## config.mk

```make
export PLATFORM = sky130hd
export DESIGN_NAME = irq_route_window
export DESIGN_NICKNAME = d
export VERILOG_FILES = /design/src/rtl/irw_pkg.sv /design/src/rtl/irw_bus_front.sv /design/src/rtl/irw_table.sv /design/src/rtl/irw_rd_stage.sv /design/src/rtl/irq_route_window.sv
export SDC_FILE = /design/constraint.sdc
export NUM_CORES = 2
export LEC_CHECK = 0
export BUFFER_PORTS_ARGS = -buffer_cell sky130_fd_sc_hd__buf_2
export CORE_ASPECT_RATIO = 0.9
export CORE_MARGIN = 3
export CORE_UTILIZATION = 60
export CTS_CLUSTER_DIAMETER = 150
export DETAILED_ROUTE_END_ITERATION = 7
export HOLD_SLACK_MARGIN = 0.05
export PLACE_DENSITY = 0.85
export SKIP_LAST_GASP = 1
export SYNTH_ARGS = -nofsm -noshare
export SYNTH_HDL_FRONTEND = slang
export SYNTH_SLANG_ARGS = --single-unit
export TNS_END_PERCENT = 30
```

## constraint.sdc

```tcl
create_clock -name clk -period 6.4 [get_ports clk]
set_input_delay 0.96 -clock clk [delete_from_list [all_inputs] [get_ports clk]]
set_output_delay 0.96 -clock clk [all_outputs]
set_load 0.005 [all_outputs]
```

## src/rtl/irw_pkg.sv

```systemverilog
package irw_pkg;
  localparam int DW = 32;
  localparam int EW = 64;
  localparam logic [7:0] OFS_SEL = 8'h00;
  localparam logic [7:0] OFS_WIN = 8'h10;
  localparam logic [7:0] SEL_IDENT = 8'h00;
  localparam logic [7:0] SEL_VERS = 8'h01;
  localparam logic [7:0] SEL_ARB = 8'h02;
  localparam logic [7:0] SEL_TBL0 = 8'h10;
  localparam int MASK_BIT = 16;
  localparam int RIRR_BIT = 14;
  localparam int IDENT_LSB = 24;
  localparam int IDENT_W = 4;
  localparam logic [EW-1:0] ENTRY_RST = 64'h0000_0000_0001_0000;
endpackage

```

## src/rtl/irw_bus_front.sv

```systemverilog
module irw_bus_front
  import irw_pkg::*;
(
  input  logic          bus_wr,
  input  logic          bus_rd,
  input  logic [7:0]    bus_addr,
  input  logic [3:0]    bus_len,
  output logic          sel_we,
  output logic          win_we,
  output logic          sel_re,
  output logic          win_re,
  output logic [DW-1:0] rd_bmask
);
  logic len_ok;

  always_comb begin
    len_ok = (bus_len == 4'd4) || (bus_len == 4'd8);
    sel_we = bus_wr && len_ok && (bus_addr == OFS_SEL);
    win_we = bus_wr && len_ok && (bus_addr == OFS_WIN);
    sel_re = bus_rd && (bus_addr == OFS_SEL);
    win_re = bus_rd && (bus_addr == OFS_WIN);
    case (bus_len)
      4'd1:    rd_bmask = 32'h0000_00FF;
      4'd2:    rd_bmask = 32'h0000_FFFF;
      default: rd_bmask = 32'hFFFF_FFFF;
    endcase
  end
endmodule

```

## src/rtl/irw_table.sv

```systemverilog
module irw_table
  import irw_pkg::*;
#(
  parameter int NPINS = 24,
  localparam int IDX_W = $clog2(NPINS)
) (
  input  logic             clk,
  input  logic             rst,
  input  logic             we,
  input  logic [IDX_W-1:0] idx,
  input  logic             hi,
  input  logic [DW-1:0]    wdata,
  output logic [DW-1:0]    rd_word,
  input  logic [NPINS-1:0] pin_pending,
  input  logic             rirr_set,
  input  logic [IDX_W-1:0] rirr_idx,
  output logic             mask_chg_vld,
  output logic [IDX_W-1:0] mask_chg_idx,
  output logic             mask_chg_val,
  output logic             svc_req,
  output logic [IDX_W-1:0] svc_idx
);
  logic [EW-1:0] ent_q [NPINS];

  always_ff @(posedge clk) begin
    if (rst) begin
      for (int i = 0; i < NPINS; i++) ent_q[i] <= ENTRY_RST;
      mask_chg_vld <= 1'b0;
      mask_chg_idx <= '0;
      mask_chg_val <= 1'b0;
      svc_req      <= 1'b0;
      svc_idx      <= '0;
    end else begin
      mask_chg_vld <= 1'b0;
      svc_req      <= 1'b0;
      if (rirr_set && (32'(rirr_idx) < NPINS))
        ent_q[rirr_idx][RIRR_BIT] <= 1'b1;
      if (we) begin
        if (hi) begin
          ent_q[idx][EW-1:DW] <= wdata;
        end else begin
          ent_q[idx][DW-1:0] <= {wdata[DW-1:RIRR_BIT+1], 1'b0, wdata[RIRR_BIT-1:0]};
          if (wdata[MASK_BIT] != ent_q[idx][MASK_BIT]) begin
            mask_chg_vld <= 1'b1;
            mask_chg_idx <= idx;
            mask_chg_val <= wdata[MASK_BIT];
          end
        end
        svc_req <= pin_pending[idx];
        svc_idx <= idx;
      end
    end
  end

  assign rd_word = hi ? ent_q[idx][EW-1:DW] : ent_q[idx][DW-1:0];

  assert_rirr_clear_R7: assert property (@(posedge clk) disable iff (rst)
    (we && !hi) |=> !ent_q[$past(idx)][RIRR_BIT]);
  assert_mask_strobe_R8: assert property (@(posedge clk) disable iff (rst)
    mask_chg_vld |-> (ent_q[mask_chg_idx][MASK_BIT] == mask_chg_val));
  assert_svc_cause_R9: assert property (@(posedge clk) disable iff (rst)
    svc_req |-> $past(we));
  assert_reset_mask_R10: assert property (@(posedge clk) disable iff (rst)
    $fell(rst) |-> (ent_q[0][MASK_BIT] && ent_q[NPINS-1][MASK_BIT]));
endmodule

```

## src/rtl/irw_rd_stage.sv

```systemverilog
module irw_rd_stage
  import irw_pkg::*;
(
  input  logic          clk,
  input  logic          rst,
  input  logic          rd_en,
  input  logic [DW-1:0] word,
  input  logic [DW-1:0] bmask,
  output logic [DW-1:0] rdata,
  output logic          rvalid
);
  always_ff @(posedge clk) begin
    if (rst) begin
      rdata  <= '0;
      rvalid <= 1'b0;
    end else begin
      rvalid <= rd_en;
      if (rd_en) rdata <= word & bmask;
    end
  end

  assert_rvalid_R11: assert property (@(posedge clk) disable iff (rst)
    rvalid |-> $past(rd_en));
endmodule

```

## src/rtl/irq_route_window.sv

```systemverilog
module irq_route_window
  import irw_pkg::*;
#(
  parameter int NPINS = 24,
  parameter logic [7:0] VERSION_ID = 8'h11,
  localparam int IDX_W = $clog2(NPINS)
) (
  input  logic             clk,
  input  logic             rst,
  input  logic             bus_wr,
  input  logic             bus_rd,
  input  logic [7:0]       bus_addr,
  input  logic [3:0]       bus_len,
  input  logic [31:0]      bus_wdata,
  output logic [31:0]      bus_rdata,
  output logic             bus_rvalid,
  input  logic [NPINS-1:0] pin_pending,
  input  logic             rirr_set,
  input  logic [IDX_W-1:0] rirr_idx,
  output logic             mask_chg_vld,
  output logic [IDX_W-1:0] mask_chg_idx,
  output logic             mask_chg_val,
  output logic             svc_req,
  output logic [IDX_W-1:0] svc_idx
);
  localparam int SEL_W = 8;

  logic               sel_we, win_we, sel_re, win_re;
  logic [DW-1:0]      rd_bmask;
  logic [SEL_W-1:0]   sel_q;
  logic [IDENT_W-1:0] ident_q;
  logic [SEL_W-1:0]   tsel;
  logic [SEL_W-2:0]   tidx_full;
  logic               is_tbl, tidx_ok, thi;
  logic [IDX_W-1:0]   tidx;
  logic [DW-1:0]      tbl_word, win_word, rd_word;

  irw_bus_front u_front (
    .bus_wr(bus_wr), .bus_rd(bus_rd), .bus_addr(bus_addr), .bus_len(bus_len),
    .sel_we(sel_we), .win_we(win_we), .sel_re(sel_re), .win_re(win_re),
    .rd_bmask(rd_bmask)
  );

  // Select decode: entry index and half
  always_comb begin
    tsel      = sel_q - SEL_TBL0;
    tidx_full = tsel[SEL_W-1:1];
    thi       = tsel[0];
    is_tbl    = sel_q >= SEL_TBL0;
    tidx_ok   = is_tbl && (32'(tidx_full) < NPINS);
    tidx      = tidx_full[IDX_W-1:0];
  end

  always_ff @(posedge clk) begin
    if (rst) begin
      sel_q   <= '0;
      ident_q <= '0;
    end else begin
      if (sel_we) sel_q <= bus_wdata[SEL_W-1:0];
      if (win_we && sel_q == SEL_IDENT)
        ident_q <= bus_wdata[IDENT_LSB +: IDENT_W];
    end
  end

  irw_table #(.NPINS(NPINS)) u_table (
    .clk(clk), .rst(rst),
    .we(win_we && tidx_ok), .idx(tidx), .hi(thi), .wdata(bus_wdata),
    .rd_word(tbl_word), .pin_pending(pin_pending),
    .rirr_set(rirr_set), .rirr_idx(rirr_idx),
    .mask_chg_vld(mask_chg_vld), .mask_chg_idx(mask_chg_idx),
    .mask_chg_val(mask_chg_val), .svc_req(svc_req), .svc_idx(svc_idx)
  );

  always_comb begin
    case (sel_q)
      SEL_IDENT, SEL_ARB: win_word = DW'(ident_q) << IDENT_LSB;
      SEL_VERS:           win_word = {8'h00, 8'(NPINS - 1), 8'h00, VERSION_ID};
      default:            win_word = tidx_ok ? tbl_word : '0;
    endcase
    if (sel_re)      rd_word = DW'(sel_q);
    else if (win_re) rd_word = win_word;
    else             rd_word = '0;
  end

  irw_rd_stage u_rd (
    .clk(clk), .rst(rst), .rd_en(bus_rd), .word(rd_word), .bmask(rd_bmask),
    .rdata(bus_rdata), .rvalid(bus_rvalid)
  );

  assert_short_write_R11: assert property (@(posedge clk) disable iff (rst)
    (bus_wr && bus_len != 4'd4 && bus_len != 4'd8) |=> ($stable(sel_q) && $stable(ident_q)));
  assert_arb_readonly_R4: assert property (@(posedge clk) disable iff (rst)
    (win_we && sel_q == SEL_ARB) |=> $stable(ident_q));
  assert_stray_offset_R2: assert property (@(posedge clk) disable iff (rst)
    (bus_wr && bus_addr != OFS_SEL && bus_addr != OFS_WIN) |=> $stable(sel_q));
endmodule

```

==> summary.json <==
{
  "cts.reportedPaths.clkPinSlew": {"value": 0.06, "unit": "ns"},
  "timing.max_cap.violations": {"value": 0},
  "power.density_cell_area": {"value": 283, "unit": "nW/um^2"},
  "grt_antenna_before_repair": {"value": 29},
  "synth.most_common_cell": {"value": "edfxtp_1"},
  "die-area": {"value": 159000, "unit": "um^2"},
  "grt_setup_unrepaired": {"value": "false"},
  "clkLatencyLatePin": {"value": 0.85, "unit": "ns"},
  "ranking_of_synthesized_cells_by_instance_count": {"value": "edfxtp_1, and2_1, mux4_2"},
  "worstSetupPathType": {"value": "register to register"},
  "critPathBufInv": {"value": 2},
  "grt_start_max_net_pins": {"value": 134},
  "fp.coreArea": {"value": 153000, "unit": "um^2"},
  "setup_total_negative_slack": {"value": 0, "unit": "ns"},
  "grt_first_pass_wirelength": {"value": 365000, "unit": "um"},
  "synth-main-ff-cell": {"value": "edfxtp_1"},
  "syn_inst": {"value": 5649},
  "synth_cell_types": {"value": 78},
  "cts_inserted_buffers": {"value": 201},
  "max_slew.worst_pin.slew": {"value": 1.42, "unit": "ns"},
  "finish.net_count": {"value": 6173},
  "asyncSetResetFlopFracSynth": {"value": 0, "unit": "%"},
  "top_family_by_delay_on_critical_path": {"value": "buffers and inverters"},
  "final_hold_violation_count": {"value": 0},
  "clock_path_buffers": {"value": 3},
  "cts_tree": {"value": "done"},
  "placedInstanceArea": {"value": 96600, "unit": "um^2"},
  "core.rowCount": {"value": 136},
  "detailroute.via_count": {"value": 53500},
  "synth_sequential_area_ratio": {"value": 67.3, "unit": "%"},
  "post-dp-hpwl": {"value": 151000, "unit": "um"},
  "worstHoldPathType": {"value": "register to register"},
  "yosys_warnings": {"value": 0},
  "status": {"value": "finished, final reports clean"},
  "max_frequency": {"value": 221, "unit": "MHz"},
  "finalWorstPathRequiredPeriod": {"value": 4.52, "unit": "ns"},
  "syn_avg_cell_area": {"value": 16.4, "unit": "um^2"},
  "cts_root_buf": {"value": "clkbuf_16"},
  "cts_hold_buf": {"value": 0},
  "timing.critical_path.slowest_cell_delay": {"value": 0.68, "unit": "ns"},
  "drive_above_1_share": {"value": 19.5, "unit": "%"},
  "crit_required": {"value": 7.14, "unit": "ns"},
  "gr-total-overflow": {"value": 0},
  "gpl.final_weighted_congestion": {"value": 0.962},
  "gr_usage_total": {"value": 32.2, "unit": "%"},
  "worstPathArrival": {"value": 5.25, "unit": "ns"},
  "slew_violations": {"value": 0},
  "setup_repair_bufs_after_cts": {"value": 0},
  "final_design_area_no_fill": {"value": 103000, "unit": "um^2"},
  "category_of_the_worst_setup_path_launch_point": {"value": "register"},
  "ctsHtreeMaxLevel": {"value": 4},
  "drt-wirelength-per-cell": {"value": 30.7, "unit": "um"},
  "synth.top_cell.area_share": {"value": 65.3, "unit": "%"},
  "clock_sink_count": {"value": 2106},
  "critical-path-slowest-cell": {"value": "nand4_1"},
  "yosys_register_bits": {"value": 2106},
  "peakVddDrop": {"value": 229, "unit": "uV"},
  "period_share": {"value": 70.6, "unit": "%"},
  "timing.slew.headroom": {"value": 5.06, "unit": "%"},
  "firstDrtPassIters": {"value": 6},
  "drtAntennaViolNets": {"value": 0},
  "drc": {"value": 0},
  "die_height": {"value": 379, "unit": "um"},
  "routed_via_density": {"value": 6.47},
  "horizontal_die_dimension": {"value": 420, "unit": "um"},
  "syn_to_final_growth": {"value": 11.3, "unit": "%"},
  "port_buf_inserts": {"value": 123},
  "synth-edff-count": {"value": 2016},
  "first_iter_violations": {"value": 8611},
  "synth_largest_area_cell": {"value": "edfxtp_1"},
  "post_cts.resized_instances": {"value": 0},
  "worst_clock_skew": {"value": 0.0338, "unit": "ns"},
  "grt_pass1_vias": {"value": 52700},
  "syn_area": {"value": 92600, "unit": "um^2"},
  "postRouteWirelength": {"value": 254000, "unit": "um"},
  "boundaryPins": {"value": 124},
  "timing.critical_path.to_type": {"value": "register"},
  "power_leakage": {"value": 0.0362, "unit": "uW"},
  "initial_core_util": {"value": 60.6, "unit": "%"},
  "path_cells": {"value": "buf_4 > buf_12 > mux4_2 > a32oi_1 > nand4_1 > xor2_1 > a21oi_1 > a311oi_1"},
  "setup_viol": {"value": 0},
  "synth_area_leaders": {"value": "edfxtp_1, mux4_2, and2_1"},
  "crit_fanout": {"value": 133}
}
cells in the final DEF, fill, tap and decap left out, drive strengths merged, types with 21 or more instances in the layout:
cell and n:
edfxtp 2016, and2 1496, mux4 534, conb 504, clkbuf 276, buf 265
nand2 160, mux2i 118, nor2 105, dfxtp 90, a21oi 69, nand3 67
clkinv 64, or2 50, nor3 37, nor2b 36, a22oi 34, a21o 26
o21ai 26, nand4 21
per-layer routing:
metal  vias up  track usage, %  part of all wire [%]
li1      21600               -                     -
met1     27100            42.5                    34
met5         -               0                 0.047
met2      4015            49.0                    47
met4        12            16.3                   5.5
met3       697            9.76                    14
kinds of logic (layout without fill, tap and decap cells):
logic type	count (synthesis)	after routing	synth area share, %
flip-flops	2106	2106	67.3
AND/OR/NAND/NOR	2027	2027	13.1
multiplexers	667	667	14.4
buffers and inverters	542	646	2.81
AO/OA/AOI/OAI	297	297	2.27
adder cells (fa/ha/maj)	5	5	0.0675
XOR/XNOR	4	4	0.0378
other	1	516	0.00405
sequential cells by signal, indices dropped and copies added, names as in the netlist:
register and flops:
u_table.ent_q 2048, u_rd.rdata 32, sel_q 8, u_table.mask_chg_idx 5, u_table.svc_idx 5, ident_q 4, u_rd.rvalid 1, u_table.mask_chg_val 1
u_table.mask_chg_vld 1, u_table.svc_req 1
power breakdown:
group          switching, uW  internal, uW
Combinational            833           355
Clock                   5120          6810
Sequential               234         15900
Total                   6190         23000
final cells by class:
type                            count  area (um^2)
Antenna cell                       12         30.0
Fill cell                        9551        49900
Multi-Input combinational cell   3504        29800
Inverter                           12         50.0
Sequential cell                  2106        62400
Tap cell                         2001         2500
Timing Repair Buffer              265         1820
Clock buffer                      276         5580
Clock inverter                     93          943
final timing paths:
path,startpoint,to,slack [ns],cells past startpoint
setup / recovery,sel_q[2],u_table.mask_chg_idx[3],1.88,8
hold / removal,u_table.ent_q[28][14],u_table.ent_q[28][14],0.35,0
hold reg to reg,u_table.ent_q[28][14],u_table.ent_q[28][14],0.35,0
setup reg to reg,sel_q[2],u_table.mask_chg_idx[3],1.88,8
through the flow:
step / total power (uW) / instances / hold slack (ns) / utilization (%) / worst slack, ns
final: 29200 / 8269 / 0.351 / 67.4 / 1.88
after floorplan: 16900 / 6152 / 0.400 / - / 2.57
after global routing: 29900 / 8260 / 0.362 / 67.4 / 1.90
after CTS: 29200 / 8257 / 0.352 / 67.4 / 2.20
after detailed placement: 17500 / 7888 / 0.336 / 63.1 / 1.87
after global placement: 17400 / 7888 / 0.334 / 63.1 / 1.96
Note: power is estimated with default switching activity, not from simulation.
